<file path="src/rtl/qenc_pkg.sv">
package qenc_pkg;

   // One decoded encoder event per clock.
   typedef struct packed {
      logic step;   // a countable edge was seen
      logic fwd;    // direction of that edge, 1 = up
      logic bad;    // both quadrature phases moved in one sample
   } qenc_evt_t;

   // Direction of a quadrature move in which only phase A toggled.
   function automatic logic fwd_on_a(input logic a_now, input logic b_now);
      return a_now ^ b_now;
   endfunction

   // Direction of a quadrature move in which only phase B toggled.
   function automatic logic fwd_on_b(input logic a_now, input logic b_now);
      return ~(a_now ^ b_now);
   endfunction

endpackage

</file>
<file path="src/rtl/qenc_in_filter.sv">
module qenc_in_filter #(
   parameter int SYNC_N = 2,
   parameter int CNT_W  = 4
) (
   input  logic             clk,
   input  logic             rst_n,
   input  logic             raw,
   input  logic             filt_en,
   input  logic [CNT_W-1:0] hold_cnt,
   output logic             clean
);

   logic [SYNC_N-1:0] sync_q;
   logic [CNT_W-1:0]  run_q;
   logic              synced;

   always_ff @(posedge clk) begin
      if (!rst_n) sync_q <= '0;
      else        sync_q <= {sync_q[SYNC_N-2:0], raw};
   end

   assign synced = sync_q[SYNC_N-1];

   // The output follows the synchronized input. With the filter on, the
   // input must differ from the output for hold_cnt+1 samples in a row.
   always_ff @(posedge clk) begin
      if (!rst_n) begin
         clean <= 1'b0;
         run_q <= '0;
      end else if (!filt_en) begin
         clean <= synced;
         run_q <= '0;
      end else if (synced == clean) begin
         run_q <= '0;
      end else if (run_q == hold_cnt) begin
         clean <= synced;
         run_q <= '0;
      end else begin
         run_q <= run_q + CNT_W'(1);
      end
   end

endmodule

</file>
<file path="src/rtl/qenc_edge_decode.sv">
module qenc_edge_decode
   import qenc_pkg::*;
(
   input  logic      clk,
   input  logic      rst_n,
   input  logic      a_in,
   input  logic      b_in,
   input  logic      swap,
   input  logic      step_dir,
   input  logic      both_edges,
   output qenc_evt_t evt
);

   logic a_cur, b_cur, a_prev, b_prev, a_tog, b_tog;

   assign a_cur = swap ? b_in : a_in;
   assign b_cur = swap ? a_in : b_in;

   always_ff @(posedge clk) begin
      if (!rst_n) begin
         a_prev <= 1'b0;
         b_prev <= 1'b0;
      end else begin
         a_prev <= a_cur;
         b_prev <= b_cur;
      end
   end

   assign a_tog = a_cur ^ a_prev;
   assign b_tog = b_cur ^ b_prev;

   always_comb begin
      evt = '0;
      if (step_dir) begin
         if (a_cur && !a_prev) begin
            evt.step = 1'b1;
            evt.fwd  = b_cur;
         end
      end else if (a_tog && b_tog) begin
         evt.bad = 1'b1;
      end else if (a_tog) begin
         evt.step = 1'b1;
         evt.fwd  = fwd_on_a(a_cur, b_cur);
      end else if (b_tog && both_edges) begin
         evt.step = 1'b1;
         evt.fwd  = fwd_on_b(a_cur, b_cur);
      end
   end

endmodule

</file>
<file path="src/rtl/qenc_position.sv">
module qenc_position
   import qenc_pkg::*;
#(
   parameter int POS_W = 16
) (
   input  logic             clk,
   input  logic             rst_n,
   input  logic             en,
   input  qenc_evt_t        evt,
   input  logic             idx_rise,
   input  logic             idx_clr_en,
   input  logic [POS_W-1:0] max_pos,
   output logic [POS_W-1:0] pos,
   output logic             dir,
   output logic             err
);

   logic [POS_W-1:0] pos_up, pos_dn;

   assign pos_up = (pos >= max_pos) ? '0 : pos + POS_W'(1);
   assign pos_dn = (pos == '0) ? max_pos : pos - POS_W'(1);

   always_ff @(posedge clk) begin
      if (!rst_n) begin
         pos <= '0;
         dir <= 1'b0;
         err <= 1'b0;
      end else if (en) begin
         if (evt.bad)  err <= 1'b1;
         if (evt.step) dir <= evt.fwd;
         if (idx_rise && idx_clr_en) pos <= '0;
         else if (evt.step)          pos <= evt.fwd ? pos_up : pos_dn;
      end
   end

endmodule

</file>
<file path="src/rtl/qenc_velocity.sv">
module qenc_velocity #(
   parameter int VEL_W = 16,
   parameter int PER_W = 16
) (
   input  logic                    clk,
   input  logic                    rst_n,
   input  logic                    active,
   input  logic                    step,
   input  logic                    fwd,
   input  logic [PER_W-1:0]        period,
   output logic signed [VEL_W-1:0] vel
);

   logic [PER_W-1:0]        timer_q;
   logic [PER_W:0]          timer_nxt;
   logic signed [VEL_W-1:0] acc_q, delta;

   assign delta     = !step ? '0 : (fwd ? VEL_W'(1) : '1);
   assign timer_nxt = {1'b0, timer_q} + (PER_W+1)'(1);

   always_ff @(posedge clk) begin
      if (!rst_n) begin
         timer_q <= '0;
         acc_q   <= '0;
         vel     <= '0;
      end else if (!active) begin
         timer_q <= '0;
         acc_q   <= '0;
      end else if (timer_nxt >= {1'b0, period}) begin
         vel     <= acc_q + delta;
         acc_q   <= '0;
         timer_q <= '0;
      end else begin
         acc_q   <= acc_q + delta;
         timer_q <= timer_nxt[PER_W-1:0];
      end
   end

endmodule

</file>
<file path="src/rtl/qenc_decoder.sv">
module qenc_decoder
   import qenc_pkg::*;
#(
   parameter int POS_W  = 16,
   parameter int FILT_W = 4,
   parameter int VEL_W  = 16,
   parameter int PER_W  = 16,
   parameter int SYNC_N = 2
) (
   input  logic                    clk,
   input  logic                    rst_n,
   input  logic                    phase_a,
   input  logic                    phase_b,
   input  logic                    index_in,
   input  logic                    cfg_pos_en,
   input  logic                    cfg_vel_en,
   input  logic                    cfg_step_dir,
   input  logic                    cfg_swap,
   input  logic                    cfg_both_edges,
   input  logic                    cfg_filt_en,
   input  logic [FILT_W-1:0]       cfg_filt_count,
   input  logic                    cfg_idx_clr_en,
   input  logic [POS_W-1:0]        cfg_max_pos,
   input  logic [PER_W-1:0]        cfg_vel_period,
   output logic [POS_W-1:0]        position,
   output logic                    direction,
   output logic                    gray_err,
   output logic signed [VEL_W-1:0] velocity
);

   localparam int N_IN = 3;

   if (POS_W < 2)  begin : g_bad_pos  $error("POS_W must be at least 2");  end
   if (FILT_W < 1) begin : g_bad_filt $error("FILT_W must be at least 1"); end
   if (VEL_W < 2)  begin : g_bad_vel  $error("VEL_W must be at least 2");  end
   if (PER_W < 1)  begin : g_bad_per  $error("PER_W must be at least 1");  end
   if (SYNC_N < 2) begin : g_bad_sync $error("SYNC_N must be at least 2"); end

   logic [N_IN-1:0] pins, clean;
   logic            idx_prev, idx_rise, vel_active, cnt_step;
   qenc_evt_t       evt;

   assign pins = {index_in, phase_b, phase_a};

   for (genvar i = 0; i < N_IN; i++) begin : g_in
      qenc_in_filter #(.SYNC_N(SYNC_N), .CNT_W(FILT_W)) u_flt (
         .clk      (clk),
         .rst_n    (rst_n),
         .raw      (pins[i]),
         .filt_en  (cfg_filt_en),
         .hold_cnt (cfg_filt_count),
         .clean    (clean[i])
      );
   end

   qenc_edge_decode u_dec (
      .clk        (clk),
      .rst_n      (rst_n),
      .a_in       (clean[0]),
      .b_in       (clean[1]),
      .swap       (cfg_swap),
      .step_dir   (cfg_step_dir),
      .both_edges (cfg_both_edges),
      .evt        (evt)
   );

   always_ff @(posedge clk) begin
      if (!rst_n) idx_prev <= 1'b0;
      else        idx_prev <= clean[2];
   end

   assign idx_rise   = clean[2] & ~idx_prev;
   assign vel_active = cfg_vel_en & cfg_pos_en;
   assign cnt_step   = evt.step & cfg_pos_en;

   qenc_position #(.POS_W(POS_W)) u_pos (
      .clk        (clk),
      .rst_n      (rst_n),
      .en         (cfg_pos_en),
      .evt        (evt),
      .idx_rise   (idx_rise),
      .idx_clr_en (cfg_idx_clr_en),
      .max_pos    (cfg_max_pos),
      .pos        (position),
      .dir        (direction),
      .err        (gray_err)
   );

   qenc_velocity #(.VEL_W(VEL_W), .PER_W(PER_W)) u_vel (
      .clk    (clk),
      .rst_n  (rst_n),
      .active (vel_active),
      .step   (evt.step),
      .fwd    (evt.fwd),
      .period (cfg_vel_period),
      .vel    (velocity)
   );

endmodule

</file>
<file path="config.mk">
export PLATFORM = sky130hd
export DESIGN_NAME = qenc_decoder
export DESIGN_NICKNAME = d
export VERILOG_FILES = /design/src/rtl/qenc_pkg.sv /design/src/rtl/qenc_in_filter.sv /design/src/rtl/qenc_edge_decode.sv /design/src/rtl/qenc_position.sv /design/src/rtl/qenc_velocity.sv /design/src/rtl/qenc_decoder.sv
export SDC_FILE = /design/constraint.sdc
export NUM_CORES = 1
export LEC_CHECK = 0
export CAP_MARGIN = 40
export CORE_UTILIZATION = 51
export DETAILED_ROUTE_END_ITERATION = 8
export GPL_ROUTABILITY_DRIVEN = 1
export PLACE_DENSITY_LB_ADDON = 0.05
export SYNTH_ARGS = -nofsm -noshare
export SYNTH_HDL_FRONTEND = slang
export SYNTH_SLANG_ARGS = --single-unit
</file>
<file path="constraint.sdc">
create_clock -name clk -period 7.4 [get_ports clk]
set_input_delay 1.48 -clock clk [delete_from_list [all_inputs] [get_ports clk]]
set_output_delay 1.48 -clock clk [all_outputs]
set_load 0.01 [all_outputs]
</file>
; ---- After elaboration in Yosys (flattened, before gate mapping)
; Index checks and enable logic that the tools add are counted.
[word_totals]
reg_bits = 90
output_inout_bits = 34
latchBits = 0
ramBits = 0
mem_count = 0
wordCells = 92
romBits = 0
in_bits = 48
[classes]
mul = 0
add_sub_neg = 7
n_shift = 0
eq_ne = 12
muxes = 25
n_bitwise = 10
order_cmp = 2
div_mod_pow = 0
n_reduce_logical = 18
[ops]
columns = op, n
row1 = 2-to-1 mux 16 bit, 7
row2 = "adder 16 x 1 -> 17 bit, second input constant", 1
row3 = greater-or-equal comparator 17 x 16 -> 1 bit, 1
row4 = "adder 16 x 1 -> 16 bit, second input constant", 1
row5 = adder 16 bit, 1
row6 = greater-or-equal comparator 16 bit, 1
row7 = zero test 16 bit, 1
row8 = "subtractor 16 x 1 -> 16 bit, second input constant", 1
row9 = AND reduction 2 bit, 7
row10 = 2-to-1 mux 1 bit, 13
row11 = "adder 4 x 1 -> 4 bit, second input constant", 3
row12 = == test 4 bit, 3
row13 = OR reduction 4 bit, 3
row14 = 2-to-1 mux 2 bit, 5
row15 = "inequality test 2 x 1 -> 1 bit, second input constant", 3
row16 = "inequality test 2 bit, second input constant", 3
row17 = inverter 1 bit, 5
row18 = logical AND 1 bit, 4
row19 = == test 1 bit, 3
row20 = OR reduction 3 bit, 1
row21 = bitwise XOR 1 bit, 3
row22 = AND 1 bit, 2
row23 = nonzero test 2 bit, 1
row24 = zero test 1 bit, 1

; ---- Logic depth before layout (Yosys ltp)
; Gate-level depths: netlist (run 1).
[depth]
ltp_word = 10
ltp_mapped = 15
mapped_depth_nobuf = 14

; ---- Cells and area by module
; A second synthesis (run 1) with hierarchy kept.
[unflattened]
hier_cells = 745
hier_area_um2 = 6373.6
[by_module_without_submodules]
columns = module, cells_per_inst, n_inst, area_per_inst_um2, seq_area_each_um2
row1 = qenc_velocity, 341, 1, 2955.3, 960.9
row2 = qenc_position, 293, 1, 2250.9, 360.3
row3 = qenc_in_filter, 28, 3, 304.0, 140.1
row4 = qenc_edge_decode, 23, 1, 209.0, 40.0
row5 = qenc_decoder, 4, 1, 46.3, 20.0

; ---- Least setup slack after synthesis (run 1)
; No wires, ideal clock.
[synth_path]
kind = input-to-reg
startpoint = input cfg_swap
endpoint = register u_vel.vel[14]
setup_time_ns = 0.134
n_path_buf = 1
t_arrival_ns = 5.253
required_time_ns = 7.266
slack_ns = 2.014
stages = 15
path_cell_list = mux2_2 > ha_1 > xor2_1 > xnor2_1 > nand2b_1 > o21ai_2 > buf_4 > xor2_1 > ha_1 > or4_1 > or2_2 > or3b_2 > mux2i_1 > xnor2_1 > o22ai_1
[synth_via]
elab_chain_len = 10
word_cells_on_any_way = 17
cone_classes = add/sub (1) / mux (9) / bitwise (4) / reduce/logical (3)
[synth_rtl]
columns = item, line_no
row1 = "start, declared", qenc_decoder.sv:18  ; input logic cfg_swap,
row2 = "2-to-1 mux 1 bit, on equally long branches", "qenc_edge_decode.sv:17, qenc_edge_decode.sv:16"
row3 = "bitwise XOR 1 bit, on equally long branches", "qenc_edge_decode.sv:30, qenc_pkg.sv:12, qenc_pkg.sv:17"
row4 = logical AND 1 bit or inverter 1 bit (tied branches), "qenc_edge_decode.sv:44, qenc_pkg.sv:17"
row5 = 2-to-1 mux 2 bit, qenc_edge_decode.sv:44  ; end else if (b_tog && both_edges) begin
row6 = 2-to-1 mux 2 bit, qenc_edge_decode.sv:41  ; end else if (a_tog) begin
row7 = 2-to-1 mux 2 bit, qenc_edge_decode.sv:39  ; end else if (a_tog && b_tog) begin
row8 = 2-to-1 mux 2 bit *, qenc_edge_decode.sv:34  ; if (step_dir) begin
row9 = 2-to-1 mux 16 bit, qenc_velocity.sv:18  ; assign delta = !step ? '0 : (fwd ? VEL_W'(1) : '1);
row10 = 2-to-1 mux 16 bit *, qenc_velocity.sv:18
row11 = adder 16 bit *, qenc_velocity.sv:30  ; vel <= acc_q + delta;
row12 = "end signal, assigned", qenc_velocity.sv:30
row13 = "end, declared", qenc_velocity.sv:11  ; output logic signed [VEL_W-1:0] vel
; Every way passes the cells marked *; elsewhere a longest branch is shown, timed or not.
; A chain may end at the register's enable or synchronous reset.

; ---- Worst setup path after layout (run 1)
[layout_path]
startpoint = input cfg_swap
endpoint = register u_vel.vel[14]
[layout_via]
elab_chain_len = 10
word_cells_on_any_way = 17
cone_classes = add/sub (1) / mux (9) / bitwise (4) / reduce/logical (3)
[layout_rtl]
columns = item, line_no
row1 = 2-to-1 mux 1 bit *, qenc_edge_decode.sv:16  ; assign a_cur = swap ? b_in : a_in;
row2 = via u_dec.a_cur, qenc_edge_decode.sv:14  ; logic a_cur, b_cur, a_prev, b_prev, a_tog, b_tog;
row3 = bitwise XOR 1 bit, "qenc_pkg.sv:12, qenc_pkg.sv:17"
row4 = inverter 1 bit, qenc_pkg.sv:17  ; return ~(a_now ^ b_now);
row5 = 2-to-1 mux 2 bit, qenc_edge_decode.sv:44
row6 = 2-to-1 mux 2 bit, qenc_edge_decode.sv:41
row7 = 2-to-1 mux 2 bit, qenc_edge_decode.sv:39
row8 = 2-to-1 mux 2 bit *, qenc_edge_decode.sv:34
row9 = 2-to-1 mux 16 bit, qenc_velocity.sv:18
row10 = 2-to-1 mux 16 bit *, qenc_velocity.sv:18
row11 = adder 16 bit *, qenc_velocity.sv:30
; Mark *: on every way through the listed nets, which the timed path passes. The rest lies on a longest branch.

==> flow_metrics.tcl, run 1 <==
set metrics [dict create \
    run_status "finished clean" \
    start_kind "primary input" \
    route.detailed.wl_per_inst_um 14.8 \
    antenna_found_initial 0 \
    synth.yosys.warnings 0 \
    fin_crit_sh_pct 76.6 \
    drive_gt1_share_pct 4.44 \
    grt_max_degree 33 \
    rsz0062_at_grt "false" \
    clkSinkCount 90 \
    overflow 0 \
    totalWireLength_um 13300 \
    post_cts_buffers 0 \
    num_vias 5082 \
    leakagePower_nw 2.64 \
    hold_buffers 0 \
    critical_path.slowest_cell "clkdlybuf4s50_1" \
    skew_ps 13.9 \
    arrival_ps 5890 \
    first_global_vias 5012 \
    holdPathStages 1 \
    htreeDepth 3 \
    ant_nets 0 \
    cp_max_fo 16 \
    area_delta_synth_final_pct 20.0 \
    ir_worst_vdd_mv 0.125 \
    synth_nets 780 \
    utilization_pct 64.1 \
    syn-instance-count 690 \
    core_um2 10500 \
    power.density_nw_per_um2 188 \
    nets 851 \
    clockPowerShare_pct 26.5 \
    vias_per_cell 5.64 \
    grt_pass1_wl_um 22700 \
    yosysUniqueCellTypes 59 \
    maxCapViolCount 0 \
    synthArstFlopShare_pct 0 \
    cts_resized 0 \
    setup_tns_ps 0 \
    synth-compound-area-share_pct 14.3 \
    insertion_delay_ps 360 \
    path_buf_inv 2 \
    synth_top_family_by_area "simple AND/OR/NAND/NOR gates" \
    initial_utilization_pct 53.5 \
    switching_power_w 0.000428 \
    path_depth 16 \
    root_buffer "clkbuf_8" \
    holdWs_ps 437 \
    place_hpwl_um 9990 \
    final_cell_count_no_fill 901 \
    cts_tree "yes" \
    synth_edf_count 0 \
    fmax_mhz 176 \
    hold_viol_final 0 \
    relSlewSlack_pct 44.4 \
    slew_viol_final 0 \
    path_clk_slew_ps 100 \
    place_congestion 0.902 \
    timing_worst_setup_path_type "primary input to register" \
    netlist_area_um2 5590 \
    num_rows 37 \
    die_h_um 107 \
    synthSimpleGateAreaFrac_pct 24.4 \
    avgSynthCellArea_um2 8.11 \
    internal_power_w 0.000833 \
    ctsLongestPathBuffers 2 \
    io_buffers 81 \
    setup_viol 0 \
    end_kind "register" \
    numCtsBuffers 9 \
    drt_iter0_drc 383 \
    ios 82 \
    die_area_um2 11400 \
    synthAdderAreaFrac_pct 9.40 \
    ys.flop_type "dfxtp_1" \
    synth_xor_area_share_pct 9.71 \
    synth.area.mux_share_pct 3.96 \
    num_antenna_cells 0 \
    reg2regPathDepth 15 \
    cp_top_family "simple AND/OR/NAND/NOR gates" \
    swShare_pct 33.9 \
    post-route-min-period_ps 5670 \
    yosysSeqAreaShare_pct 32.2 \
    critPathMaxStageDelay_ps 510 \
    grt_usage_pct 24.6 \
    p_comb_share_pct 31.0 \
    crit_path_cell_trace "clkdlybuf4s50_1 > mux2_2 > ha_1 > xor2_1 > xnor2_1 > nand2b_1 > o21ai_2 > buf_4 > xor2_1 > ha_1 > or4_1 > or2_2 > or3b_2 > mux2i_1 > xnor2_1 > o22ai_1" \
    drc_errors 0 \
    seqPwrFrac_pct 42.5 \
    hold_class "register to register" \
    worstPathRequired_ps 7620 \
    placedCellCount 886 \
    drt_pass1_iterations 5 \
    dieWidth_um 107 \
    synth-seq-cells 90 \
    tightest_slew_ps 831 \
]
-- cells by family (layout without fill, tap and decap cells) --
| logic type | after synthesis | count (layout) |
|---|---|---|
| XOR/XNOR | 62 | 62 |
| AND/OR/NAND/NOR | 270 | 270 |
| adder cells (fa/ha/maj) | 42 | 42 |
| multiplexers | 21 | 21 |
| AO/OA/AOI/OAI | 117 | 117 |
| buffers and inverters | 88 | 163 |
| flip-flops | 90 | 90 |
-- flip-flops by register name, indices dropped and copies added (netlist names), 3 cells and up --
register           cells
g_in.u_flt.sync_q      6
g_in.u_flt.run_q      12
u_vel.vel             16
u_pos.pos             16
u_vel.acc_q           16
g_in.u_flt.clean       3
u_vel.timer_q         16
-- final cells by class --
type / count / area, um2
sequential: 90 / 1800
tap: 136 / 170
clock buffer: 10 / 128
multi-input combinational: 512 / 3450
timing repair buffer: 89 / 871
fill: 934 / 3750
inverter: 59 / 221
clock inverter: 5 / 65.1
-- metal layers --
layer	vias up	wire [um]	GRT usage [%]
met3	16	466	3.16
met2	111	6680	44.5
met4	0	170	8.41
li1	2568	-	-
met1	2387	6000	29.8
met5	-	0	0
-- final timing paths --
kind	to	slack, ps	start
worst max register to register	u_vel.vel[14]$_SDFFE_PN0P_	3060	g_in[1].u_flt.clean$_SDFFE_PN0P_
worst min register to register	g_in[1].u_flt.sync_q[1]$_SDFF_PN0_	440	g_in[1].u_flt.sync_q[0]$_SDFF_PN0_
worst max-delay path	u_vel.vel[14]$_SDFFE_PN0P_	1730	cfg_swap
worst min-delay path	g_in[1].u_flt.sync_q[1]$_SDFF_PN0_	440	g_in[1].u_flt.sync_q[0]$_SDFF_PN0_
-- synthesized netlist by cell type, drive strengths merged (3+ instances only) --
library cell  number  area [um2]
a211o              3        26.3
a211oi             6        45.0
a21oi             19        95.1
a22oi              4        30.0
a31oi              9        56.3
and2              13        81.3
and3              12        75.1
and4               4        35.0
buf                4        21.3
clkbuf            25        93.8
dfxtp             90        1800
ha                42         526
inv               58         218
mux2               3        37.5
mux2i             18         184
nand2             49         184
nand2b             7        43.8
nand3             40         200
nand3b             3        22.5
nand4             18         113
nor2              69         259
nor2b             17         106
nor3              14        70.1
nor4               4        25.0
o211ai            13        97.6
o21a               5        37.5
o21ai             17        88.8
o22ai             18         113
o31ai              6        58.8
or2                5        31.3
or3                4        25.0
or4                4        30.0
xnor2             42         368
xor2              20         175
-- placed cells by master, fill, tap and decap left out, drive strengths merged, types with 5 or more instances in the layout --
| cell | instances |
|---|---|
| o21a | 5 |
| xor2 | 20 |
| xnor2 | 42 |
| nand4 | 18 |
| o31ai | 6 |
| nor2b | 17 |
| clkdlybuf4s50 | 81 |
| mux2i | 18 |
| clkbuf | 10 |
| nand2 | 49 |
| and2 | 13 |
| a211oi | 6 |
| buf | 8 |
| a21oi | 19 |
| dfxtp | 90 |
| o21ai | 17 |
| ha | 42 |
| nand3 | 40 |
| and3 | 12 |
| nor3 | 14 |
| or2 | 5 |
| o22ai | 18 |
| nand2b | 7 |
| inv | 59 |
| nor2 | 69 |
| o211ai | 13 |
| a31oi | 9 |
-- worst reg2reg max path, cell delays in order (launching register included) --
cell,delay (ps)
dfxtp_1,380
mux2_2,300
ha_1,350
xor2_1,170
xnor2_1,390
nand2b_1,120
o21ai_2,120
buf_4,280
xor2_1,110
ha_1,260
or4_1,480
or2_2,330
or3b_2,480
mux2i_1,180
xnor2_1,160
o22ai_1,110
-- power by group through the flow --
stage          Sequential [W]  Clock, W  Combinational [W]
3_5_place_dp         0.000546         0           0.000386
6_report             0.000536  0.000334           0.000392
3_3_place_gp         0.000545         0           0.000376
2_1_floorplan        0.000532         0           0.000280
4_1_cts              0.000534  0.000344           0.000388
5_1_grt              0.000539  0.000364           0.000437
-- stage by stage --
step | instance area, um2 | total power [W] | setup slack (ps)
after floorplan | 5590 | 0.000812 | 2010
after global placement | 6500 | 0.000921 | 1500
after detailed placement | 6520 | 0.000931 | 1370
after CTS | 6710 | 0.00127 | 1740
after global routing | 6710 | 0.00134 | 1500
final | 6710 | 0.00126 | 1730
Power figures use the tool's default switching activity.
==> run 2, diff against run 1 <==
--- a/config.mk
+++ b/config.mk
@@ -6,7 +6,7 @@
 export NUM_CORES = 1
 export LEC_CHECK = 0
 export CAP_MARGIN = 40
-export CORE_UTILIZATION = 51
+export CORE_UTILIZATION = 50
 export DETAILED_ROUTE_END_ITERATION = 8
 export GPL_ROUTABILITY_DRIVEN = 1
 export PLACE_DENSITY_LB_ADDON = 0.05
==> constraint.sdc (replaced) <==
create_clock -name clk -period 4.6 [get_ports clk]
set_input_delay 0.92 -clock clk [delete_from_list [all_inputs] [get_ports clk]]
set_output_delay 0.92 -clock clk [all_outputs]
set_load 0.01 [all_outputs]
==> run 2 against run 1 <==
Total power grew 66%. Die area increased by 2.0%. Routed wire length fell by 2.4%. Cell area is 2.9% higher. Critical path depth fell by 1. Sequential power grew 61%. Register-to-register slack lost 2200 ps. Global-route usage is 0.79 points lower.
==> flow_metrics.tcl, run 2 (synthesized netlist as in run 1, its figures left out) <==
set metrics [dict create \
    run_status "finished clean" \
    num_antenna_cells 0 \
    htreeDepth 3 \
    seqPwrFrac_pct 41.2 \
    clockPowerShare_pct 28.1 \
    timing_worst_setup_path_type "primary input to register" \
    initial_utilization_pct 51.4 \
    fmax_mhz 225 \
    tightest_slew_ps 864 \
    drive_gt1_share_pct 6.92 \
    clkSinkCount 90 \
    utilization_pct 63.4 \
    ios 82 \
    skew_ps 8.41 \
    antenna_found_initial 0 \
    totalWireLength_um 13000 \
    root_buffer "clkbuf_8" \
    path_clk_slew_ps 80 \
    dieWidth_um 108 \
    drt_iter0_drc 342 \
    place_congestion 0.934 \
    core_um2 10900 \
    place_hpwl_um 9730 \
    grt_max_degree 33 \
    grt_usage_pct 23.8 \
    io_buffers 81 \
    ctsLongestPathBuffers 2 \
    setup_tns_ps 0 \
    placedCellCount 906 \
    cp_max_fo 4 \
    nets 867 \
    cts_tree "yes" \
    swShare_pct 32.3 \
    drt_pass1_iterations 5 \
    insertion_delay_ps 360 \
    grt_pass1_wl_um 22200 \
    power.density_nw_per_um2 303 \
    relSlewSlack_pct 42.2 \
    fin_crit_sh_pct 96.7 \
    num_rows 38 \
    start_kind "primary input" \
    post_cts_buffers 0 \
    vias_per_cell 5.58 \
    worstPathRequired_ps 4830 \
    num_vias 5135 \
    p_comb_share_pct 30.7 \
    first_global_vias 4907 \
    overflow 0 \
    end_kind "register" \
    numCtsBuffers 9 \
    setup_viol 0 \
    final_common_cell "dfxtp_1" \
    switching_power_w 0.000676 \
    area_delta_synth_final_pct 23.5 \
    leakagePower_nw 2.74 \
    hold_buffers 0 \
    die_h_um 108 \
    rsz0062_at_grt "false" \
    final_cell_count_no_fill 920 \
    final_cell_mix "dfxtp_1, clkdlybuf4s50_1, nor2_1" \
    route.detailed.wl_per_inst_um 14.1 \
    post-route-min-period_ps 4450 \
    cts_resized 0 \
    ant_nets 0 \
    num-fill-cells 984 \
    internal_power_w 0.00141 \
    power_w 0.00209 \
    holdWs_ps 441 \
    hold_class "register to register" \
    hold_viol_final 0 \
    ir_worst_vdd_mv 0.225 \
    maxCapViolCount 0 \
    die_area_um2 11600 \
    drc_errors 0 \
    arrival_ps 4680 \
    slew_viol_final 0 \
]
run 2: power by group through the flow:
| stage | logic (W) | registers, W | clock network [W] |
|---|---|---|---|
| floorplan | 0.000453 | 0.000855 | 0 |
| global placement | 0.000623 | 0.000878 | 0 |
| detailed placement | 0.000632 | 0.000878 | 0 |
| CTS | 0.000636 | 0.000860 | 0.000605 |
| global route | 0.000712 | 0.000869 | 0.000640 |
| finish | 0.000642 | 0.000862 | 0.000587 |
run 2: through the flow:
stage	instance area [um2]	setup slack, ps
2_1_floorplan	5630	21.5
5_1_grt	6910	45.4
3_3_place_gp	6670	-209
6_report	6910	152
3_5_place_dp	6680	-309
4_1_cts	6890	66.3
run 2: layer usage:
metal | vias up | track usage (%) | wire (um)
li1 | 2590 | - | -
met1 | 2402 | 29.0 | 5960
met2 | 123 | 41.7 | 6270
met3 | 20 | 4.54 | 580
met4 | 0 | 7.93 | 188
met5 | - | 0 | 0
run 2: critical path, cell delays in order:
cell	delay [ps]
clkdlybuf4s50_1	510
mux2_2	380
ha_4	320
xor2_4	180
xnor2_2	140
nand2b_1	120
o21ai_4	170
xor2_1	80
ha_1	210
or4_4	430
or2_2	310
or3b_2	470
mux2i_1	170
xnor2_1	160
o22ai_1	100
run 2: layout make-up:
| class | count | area (um2) | share of cell area (%) |
|---|---|---|---|
| Multi-Input combinational cell | 512 | 3500 | 50.7 |
| Sequential cell | 90 | 1800 | 26.1 |
| Timing Repair Buffer | 105 | 988 | 14.3 |
| Inverter | 59 | 221 | 3.21 |
| Tap cell | 140 | 175 | 2.54 |
| Clock buffer | 10 | 138 | 1.99 |
| Clock inverter | 4 | 77.6 | 1.12 |
run 2: final timing paths:
| path | start | endpoint | slack [ps] | depth (start not counted) |
|---|---|---|---|---|
| min | g_in[0].u_flt.sync_q[0]$_SDFF_PN0_ | g_in[0].u_flt.sync_q[1]$_SDFF_PN0_ | 440 | 1 |
| max | cfg_swap | u_vel.vel[14]$_SDFFE_PN0P_ | 150 | 15 |
| max reg2reg | u_vel.timer_q[0]$_SDFF_PP0_ | u_vel.vel[2]$_SDFFE_PN0P_ | 820 | 13 |
| min reg2reg | g_in[0].u_flt.sync_q[0]$_SDFF_PN0_ | g_in[0].u_flt.sync_q[1]$_SDFF_PN0_ | 440 | 1 |
==> run 3, diff against run 2 <==
--- a/config.mk
+++ b/config.mk
@@ -7,6 +7,7 @@
 export LEC_CHECK = 0
 export CAP_MARGIN = 40
 export CORE_UTILIZATION = 50
+export CTS_CLUSTER_DIAMETER = 40
 export DETAILED_ROUTE_END_ITERATION = 8
 export GPL_ROUTABILITY_DRIVEN = 1
 export PLACE_DENSITY_LB_ADDON = 0.05
==> results of run 3 <==
No change in the layout: final DEF, timing and power equal those of run 2.
